**config.mk**
```make
export PLATFORM = sky130hd
export DESIGN_NAME = vls_agen
export DESIGN_NICKNAME = d
export VERILOG_FILES = /design/src/rtl/vls_agen_pkg.sv /design/src/rtl/vls_skip.sv /design/src/rtl/vls_ea.sv /design/src/rtl/vls_agen.sv
export SDC_FILE = /design/constraint.sdc
export NUM_CORES = 2
export LEC_CHECK = 0
export BUFFER_PORTS_ARGS = -buffer_cell sky130_fd_sc_hd__buf_2
export CORE_MARGIN = 8
export CORE_UTILIZATION = 45
export CTS_CLUSTER_DIAMETER = 60
export CTS_CLUSTER_SIZE = 12
export DETAILED_ROUTE_END_ITERATION = 8
export PLACE_DENSITY = 0.67
export SLEW_MARGIN = 10
export SYNTH_ARGS = -nofsm -noshare
export SYNTH_HDL_FRONTEND = slang
export SYNTH_SLANG_ARGS = --single-unit
```
**constraint.sdc**
```tcl
create_clock -name clk_i -period 11.07 [get_ports clk_i]
set_input_delay 0.5535 -clock clk_i [delete_from_list [all_inputs] [get_ports clk_i]]
set_output_delay 0.5535 -clock clk_i [all_outputs]
set_load 0.005 [all_outputs]
```
**src/rtl/vls_agen_pkg.sv**
```systemverilog
package vls_agen_pkg;
  typedef enum logic [1:0] {
    AM_SCALAR  = 2'b00,
    AM_UNIT    = 2'b01,
    AM_ESTRIDE = 2'b10,
    AM_INDEXED = 2'b11
  } amode_e;

  typedef enum logic [1:0] {
    ST_IDLE = 2'b00,
    ST_RUN  = 2'b01,
    ST_REJ  = 2'b10
  } state_e;
endpackage

```
**src/rtl/vls_skip.sv**
```systemverilog
// Finds the first set predicate bit at or above from_i; N when there is none.
module vls_skip #(
  parameter int N  = 64,
  parameter int CW = $clog2(N + 1)
) (
  input  logic [N-1:0]  pred_i,
  input  logic [CW-1:0] from_i,
  input  logic          en_i,
  output logic [CW-1:0] idx_o
);
  always_comb begin
    idx_o = en_i ? CW'(N) : from_i;
    if (en_i) begin
      for (int k = N - 1; k >= 0; k--) begin
        if (pred_i[k] && (CW'(k) >= from_i)) idx_o = CW'(k);
      end
    end
  end
endmodule

```
**src/rtl/vls_ea.sv**
```systemverilog
module vls_ea
  import vls_agen_pkg::*;
#(
  parameter int AW  = 64,
  parameter int CW  = 7,
  parameter int RIW = 5
) (
  input  amode_e         mode_i,
  input  logic [CW-1:0]  idx_i,
  input  logic [AW-1:0]  imm_i,
  input  logic [1:0]     opw_i,
  input  logic [RIW-1:0] ra_i,
  output logic [RIW-1:0] rf_addr_o,
  input  logic [AW-1:0]  base_i,
  output logic [AW-1:0]  ea_o
);
  logic [AW-1:0] idx_ext;
  logic [AW-1:0] offs;

  assign idx_ext = AW'(idx_i);

  always_comb begin
    unique case (mode_i)
      AM_UNIT:    offs = idx_ext << opw_i;
      AM_ESTRIDE: offs = idx_ext * imm_i;
      default:    offs = imm_i;
    endcase
  end

  // indexed mode: the base register steps with the element, wrapping in the file
  assign rf_addr_o = (mode_i == AM_INDEXED) ? ra_i + idx_i[RIW-1:0] : ra_i;
  assign ea_o      = base_i + offs;
endmodule

```
**src/rtl/vls_agen.sv**
```systemverilog
module vls_agen
  import vls_agen_pkg::*;
#(
  parameter int AW    = 64,
  parameter int NREG  = 32,
  parameter int MAXVL = 64,
  localparam int RIW  = $clog2(NREG),
  localparam int IW   = $clog2(MAXVL),
  localparam int CW   = $clog2(MAXVL + 1)
) (
  input  logic            clk_i,
  input  logic            rst_ni,
  input  logic            start_i,
  input  logic [1:0]      mode_i,
  input  logic            ffirst_i,
  input  logic            src_vec_i,
  input  logic            dst_vec_i,
  input  logic [RIW-1:0]  ra_i,
  input  logic [AW-1:0]   imm_i,
  input  logic [1:0]      opw_i,
  input  logic [CW-1:0]   vl_i,
  input  logic [MAXVL-1:0] src_pred_i,
  input  logic [MAXVL-1:0] dst_pred_i,
  output logic [RIW-1:0]  rf_addr_o,
  input  logic [AW-1:0]   rf_data_i,
  output logic            valid_o,
  input  logic            ready_i,
  output logic [AW-1:0]   addr_o,
  output logic [IW-1:0]   src_idx_o,
  output logic [IW-1:0]   dst_idx_o,
  output logic            done_o,
  output logic            ffirst_err_o
);
  state_e                 state_q;
  amode_e                 mode_q;
  logic                   src_vec_q, dst_vec_q, issued_q;
  logic [AW-1:0]          imm_q;
  logic [1:0]             opw_q;
  logic [CW-1:0]          vl_q;
  logic [RIW-1:0]         ra_q;
  logic [1:0][MAXVL-1:0]  pred_q;
  logic [1:0][CW-1:0]     cur_q;
  logic [1:0][CW-1:0]     found;
  logic [1:0]             vec_q;
  logic                   run, end_c, fire;

  assign vec_q = {dst_vec_q, src_vec_q};

  // index 0 = source side, index 1 = destination side
  for (genvar g = 0; g < 2; g++) begin : g_skip
    vls_skip #(.N(MAXVL), .CW(CW)) u_skip (
      .pred_i (pred_q[g]),
      .from_i (cur_q[g]),
      .en_i   (vec_q[g]),
      .idx_o  (found[g])
    );
  end

  vls_ea #(.AW(AW), .CW(CW), .RIW(RIW)) u_ea (
    .mode_i    (mode_q),
    .idx_i     (found[0]),
    .imm_i     (imm_q),
    .opw_i     (opw_q),
    .ra_i      (ra_q),
    .rf_addr_o (rf_addr_o),
    .base_i    (rf_data_i),
    .ea_o      (addr_o)
  );

  assign run   = (state_q == ST_RUN);
  assign end_c = (found[0] >= vl_q) || (found[1] >= vl_q) ||
                 (issued_q && !src_vec_q && !dst_vec_q);
  assign valid_o      = run && !end_c;
  assign done_o       = (run && end_c) || (state_q == ST_REJ);
  assign ffirst_err_o = (state_q == ST_REJ);
  assign fire         = valid_o && ready_i;
  assign src_idx_o    = found[0][IW-1:0];
  assign dst_idx_o    = found[1][IW-1:0];

  always_ff @(posedge clk_i or negedge rst_ni) begin
    if (!rst_ni) begin
      state_q   <= ST_IDLE;
      mode_q    <= AM_SCALAR;
      src_vec_q <= 1'b0;
      dst_vec_q <= 1'b0;
      issued_q  <= 1'b0;
      imm_q     <= '0;
      opw_q     <= '0;
      vl_q      <= '0;
      ra_q      <= '0;
      pred_q    <= '0;
      cur_q     <= '0;
    end else begin
      unique case (state_q)
        ST_IDLE: if (start_i) begin
          mode_q    <= amode_e'(mode_i);
          src_vec_q <= src_vec_i;
          dst_vec_q <= dst_vec_i;
          imm_q     <= imm_i;
          opw_q     <= opw_i;
          vl_q      <= (vl_i > CW'(MAXVL)) ? CW'(MAXVL) : vl_i;
          ra_q      <= ra_i;
          pred_q    <= {dst_pred_i, src_pred_i};
          cur_q     <= '0;
          issued_q  <= 1'b0;
          state_q   <= (ffirst_i && amode_e'(mode_i) == AM_INDEXED) ? ST_REJ : ST_RUN;
        end
        ST_RUN: begin
          if (end_c) begin
            state_q <= ST_IDLE;
          end else if (fire) begin
            issued_q <= 1'b1;
            for (int s = 0; s < 2; s++) cur_q[s] <= found[s] + CW'(vec_q[s]);
          end
        end
        default: state_q <= ST_IDLE;
      endcase
    end
  end
endmodule

```
# [Yosys cells after proc, flatten, opt, wreduce, memory -nomap -nowiden]
# Cells that the tools add are included.
[totals] reg_bits=227 latchBits=0 ramBits=0 romBits=0 in_bits=279 elab_cells=452 mem_count=0
[op_classes] addsub=4 mul=1 n_div=0 n_lt_le_gt_ge=131 n_eq_ne=10 n_shift=1 n_mux=147 bitwise=0 n_reduce_logical=145
[op_table] operator="two-way mux 7 bit" count=133
[op_table] operator="greater-or-equal comparator 6 x 7 -> 1 bit, first input constant" count=64
[op_table] operator="greater-or-equal comparator 5 x 7 -> 1 bit, first input constant" count=32
[op_table] operator="logical AND 1 bit" count=134
[op_table] operator="case mux 64 bit (2 select lines)" count=1
[op_table] operator="greater-or-equal comparator 4 x 7 -> 1 bit, first input constant" count=16
[op_table] operator="adder 64 bit" count=1
[op_table] operator="multiplier 7 x 64 -> 64 bit" count=1
[op_table] operator="<< shifter 7 x 2 -> 64 bit" count=1
[op_table] operator="greater-or-equal comparator 3 x 7 -> 1 bit, first input constant" count=8
[op_table] operator="two-way mux 14 bit" count=3
[op_table] operator="greater-or-equal comparator 1 x 7 -> 1 bit, first input constant" count=4
[op_table] operator="greater-or-equal comparator 2 x 7 -> 1 bit, first input constant" count=4
[op_table] operator="case mux 14 bit (2 select lines)" count=1
[op_table] operator="adder 7 x 1 -> 7 bit" count=2
[op_table] operator="greater-or-equal comparator 7 bit" count=2
[op_table] operator="== test 2 bit, second input constant" count=4
[op_table] operator="> comparator 7 bit, second input constant" count=1
[op_table] operator="two-way mux 2 bit" count=3
[op_table] operator="adder 5 bit" count=1
[op_table] operator="two-way mux 5 bit" count=1
[op_table] operator="== test 2 x 1 -> 1 bit, second input constant" count=2
[op_table] operator="inequality test 2 x 1 -> 1 bit, second input constant" count=2
[op_table] operator="inequality test 2 bit, second input constant" count=2
[op_table] operator="other kinds (9)" count=16

# [Logic depth before layout (Yosys ltp)]
[logic_depth] depth_word=76 mapped_depth=50 mapped_depth_nobuf=45

# [Modules after synthesis]
# From an unflattened synthesis, not the netlist that was laid out.
[unflattened] cells_unflattened=4092 area_unflattened_um2=31470.2
[by_module_without_submodules] mod="vls_ea" n_inst=1 cells_per_inst=2308 area_per_inst_um2=17794.6 seq_area_each_um2=0.0
[by_module_without_submodules] mod="vls_agen" n_inst=1 cells_per_inst=1010 area_per_inst_um2=9081.2 seq_area_each_um2=5680.4
[by_module_without_submodules] mod="vls_skip" n_inst=2 cells_per_inst=387 area_per_inst_um2=2297.2 seq_area_each_um2=0.0

# [Worst setup path after synthesis]
# No wires, ideal clock.
[synth_path] path_kind="register -> output" start="register cur_q[2] (netlist name)" end="output addr_o[63]" arrival_ns=10.249 required_time_ns=10.516 setup_slack_ns=0.268 stages_incl_launch_ff=47 cell_sequence="dfrtp_1 buf_2 buf_6 or3_1 a2111oi_0 a21oi_1 nand3_1 a21oi_1 o21ai_0 and2_1 clkbuf_1 clkinv_1 clkbuf_1 and2_1 fa_1 fa_1 fa_1 inv_1 [... 11 more ...] o21bai_1 a21oi_1 xor2_1 o21ai_0 ha_1 nand2_1 a21oi_1 a221oi_1 nand3_1 o211ai_1 a21oi_1 a41oi_1 o21ai_1 xor2_1 nand4b_1 a311oi_1 a311oi_1 nand3_1"
[synth_between] elab_chain_cells=70 elab_cells_between_ends=198
[synth_rtl] item="start: declaration" line="vls_agen.sv:42" source="logic [1:0][CW-1:0] cur_q;"
[synth_rtl] item="start signal: assignment" line="vls_agen.sv:92" source="cur_q <= '0;"
[synth_rtl] item="start signal: assignment" line="vls_agen.sv:104" source="cur_q <= '0;"
[synth_rtl] item="greater-or-equal comparator 6 x 7 -> 1 bit" line="vls_skip.sv:15" source="if (pred_i[k] && (CW'(k) >= from_i)) idx_o = CW'(k);"
[synth_rtl] item="logical AND 1 bit" line="vls_skip.sv:15"
[synth_rtl] item="two-way mux 7 bit (64 in series)" line="vls_skip.sv:15"
[synth_rtl] item="two-way mux 7 bit *" line="vls_skip.sv:13" source="if (en_i) begin"
[synth_rtl] item="multiplier 7 x 64 -> 64 bit or << shifter 7 x 2 -> 64 bit (tied branches)" line="vls_ea.sv:25, vls_ea.sv:24"
[synth_rtl] item="case mux 64 bit (2 select lines) *" line="vls_ea.sv:23" source="unique case (mode_i)"
[synth_rtl] item="adder 64 bit *" line="vls_ea.sv:32" source="assign ea_o = base_i + offs;"
[synth_rtl] item="end: declaration" line="vls_agen.sv:28" source="output logic [AW-1:0] addr_o,"
# Mark *: on every way between the ends. The rest lies on a longest branch, timed or not.

# [Worst setup path after layout]
[layout_path] start="register cur_q[4] (netlist name)" end="output addr_o[62]"
# Same word-level chain as after synthesis.

==> run metrics <==
status=finished, violations left; Crit path required time=10.52 ns; core region area=67200 µm²; placed cell areas=approximately 36000 µm²; maximum fanout along the worst path=6; Worst slew margin=16.4%; antenna violations before repair=3; post-route cell area=39600 µm²; Hold Fails Final Rpt=0; Rows=95; layout cells sized above 1=roughly a quarter; final hold slack=roughly 0.11 ns; # DRC=0; GP Congestion=roughly 1; max_cap viols=0; post-synthesis cell area=30500 µm²; worst min-delay path category=input pin to flip-flop; Final min period=11.61 ns; DRT Pass-1 Iters=6; failing checks=negative setup slack; buffer depth of the longest clock path=3; syn nets=4674; vias per cell=around 5.6; fill cell count=about 6.1k; achievable clock frequency=between 0.08 and 0.09 GHz; CTS Sinks=~230; antenna-violating nets left=0; critical path's slowest cell=fa_1; aggregate global routing overflow=0; Worst Clk Skew=0.0453 ns; CTS root buf=clkbuf_16; Starting Density=between 40% and 50%; CTS buffer count=30; H-tree Lvls=1; CP Launch Type=flip-flop; count leader, synth=nand2_1; RSZ-0062 raised after global routing=yes; Power Dens Cells=about 320 nW/µm²; final WL=between 100 and 150 mm; Die Y=about 280 µm; fin crit share=105%; Synth area leaders=fa_1 19%, dfrtp_1 19%, nand2_1 12%; Seq/Total Area, Yosys=between 10% and 20%; Final WS setup=-0.543 ns; Synth Instances=3941; first-pass GRT wire length=around 170 mm; Syn. warnings=0; Die ar.=~76000 µm²; #FFs+latches synth=around 230; CP arrival=roughly 11 ns; vias in the first global route=about 31k; area leader, netlist=fa_1; Final Setup Violations=10; gr usage total=between 20% and 30%; dpl hpwl=83.7 mm; wire per inst=just under 20 µm; Pleak=~20 nW; CP endpoint kind=primary output; max incr delay on CP=~0.52 ns; Final Slew Violations=0; post-synth top area share=around a fifth; largest net degree at the start of global routing=109; CP Class=flip-flop to primary output; Detailed Route Iter0 Violations=approximately 2.3k; Worst-path clk slew=roughly 0.060 ns; CTS tree=built; EDFF count, synth=0; via count=around 30k; Synth top cells by count=957 x nand2_1, 374 x inv_1, 294 x fa_1; Worst VDD drop=0.187 mV; asr flop ratio synth=100%; worst-skew pair later-pin latency=between 0.6 and 0.7 ns; Post-Place Setup Slack=-0.779 ns; Ports=roughly 360; Port Buffer Count=362; nets=roughly 5.4k; Die Width=about 280 µm; synthesized area per cell=a little under 8 µm²; distinct cell type count after synthesis=100; Worst-Margin Slew=1.24 ns; Synth Flop Type=dfrtp_1; P&R area growth vs syn=29.9%
[timing repair]
| action | in CTS | in global routing |
|---|---|---|
| gates resized for setup | 221 | 181 |
| hold buffers | 1 | 0 |
| setup endpoints to repair | 28 | 32 |
| buffers inserted | 50 | 41 |
| cloned | 6 | 3 |
| endpoints found under the hold margin | 68 | 0 |
| pin swaps | 163 | 167 |
[layout make-up]
cell class	instances	area, µm²	area share [%]
diodes	2	5.00	0.0126
clock buffers	33	772	1.95
flip-flops and latches	227	5690	14.4
well taps	873	1090	2.76
multi-input cells	3143	24100	60.9
clock inverters	16	272	0.686
inverters	378	1420	3.59
repair buffers	880	6220	15.7
[state kept, by name (all words and copies together), names as in the netlist]
register,flops
issued_q,1
ra_q,5
dst_vec_q,1
src_vec_q,1
state_q,2
opw_q,2
mode_q,2
imm_q,64
pred_q,128
cur_q,14
vl_q,7
[routing by layer]
layer / part of all wire [%] / up-vias / GRT usage (%)
li1: - / 14526 / -
met1: 42 / 14971 / 35.1
met2: 47 / 1126 / 45.5
met3: 7.2 / 238 / 4.82
met4: 3.9 / 2 / 9.36
met5: 0.012 / - / 0
[placed cells by master (no fill, tap or decap), types with 16 or more instances in the layout]
master     Yosys  layout
a211oi_1      31      22
a21o_1        85      85
a21oi_1      206     167
a21oi_2        0      37
a31oi_1       26      20
and2_1       241     227
and2_4         1      16
and3_1        17      17
buf_2         13     361
buf_4          9     457
buf_6          3      33
clkbuf_16      0      33
dfrtp_1      227     222
fa_1         294     290
ha_1         160     132
ha_4           0      18
inv_1        374     362
nand2_1      957     946
nand2b_1      37      34
nand3_1       55      48
nand4_1       20      20
nor2_1       157     147
nor2b_1       30      27
nor3_1        33      28
o211ai_1      30      30
o21a_1        49      47
o21ai_0      237     191
o21ai_1        6      30
o21ai_2        0      17
o21bai_1      27      24
xnor2_1       78      73
xor2_1        46      44
[worst paths after layout]
kind,from,endpoint,slack [ns],cells after the start
setup reg to reg,cur_q[7]$_DFFE_PN0P_,cur_q[0]$_DFFE_PN0P_,3.81,25
setup / recovery,cur_q[4]$_DFFE_PN0P_,addr_o[62],-0.54,48
min in group asynchronous,rst_ni,pred_q[35]$_DFFE_PN0P_,0.55,2
max in group asynchronous,rst_ni,imm_q[55]$_DFFE_PN0P_,8.22,4
hold reg to reg,pred_q[100]$_DFFE_PN0P_,pred_q[100]$_DFFE_PN0P_,0.47,2
hold / removal,imm_i[1],imm_q[1]$_DFFE_PN0P_,0.11,3
[logic make-up (layout without fill, tap and decap cells)]
family,Yosys count,in the layout,share of synthesized area [%]
AND/OR/NAND/NOR,1655,1655,25.0
AO/OA/AOI/OAI,894,894,19.0
buffers and inverters,571,1307,7.27
adder cells (fa/ha/maj),456,456,25.9
flip-flops,227,227,18.6
XOR/XNOR,126,126,3.72
multiplexers,12,12,0.427
other,0,2,0
[power breakdown]
group / leakage [nW] / switching, mW / internal (mW) / total (mW)
Sequential: 2.83 / 0.645 / 1.20 / 1.85
Clock: 0.503 / 0.417 / 0.624 / 1.04
Combinational: 16.9 / 5.42 / 4.45 / 9.87
[stage by stage]
stage	TNS (ns)	cells	util [%]	total power [mW]
3_3_place_gp	-2.14	5407	53.5	10.4
6_report	-3.23	5552	58.9	12.8
4_1_cts	-2.51	5511	57.3	12.2
2_1_floorplan	0	3941	-	7.06
5_1_grt	-9.29	5550	58.9	13.9
3_5_place_dp	-2.99	5407	53.5	10.6
[critical path: cells and delay by family, from the launching register on]
kind | cells | cell delay, ns
adder cells (fa/ha/maj) | 6 | 2.50
buffers and inverters | 9 | 1.20
XOR/XNOR | 1 | 0.21
AO/OA/AOI/OAI | 26 | 4.91
flip-flops | 1 | 0.44
AND/OR/NAND/NOR | 6 | 1.17
(Power assumes the default switching activity.)
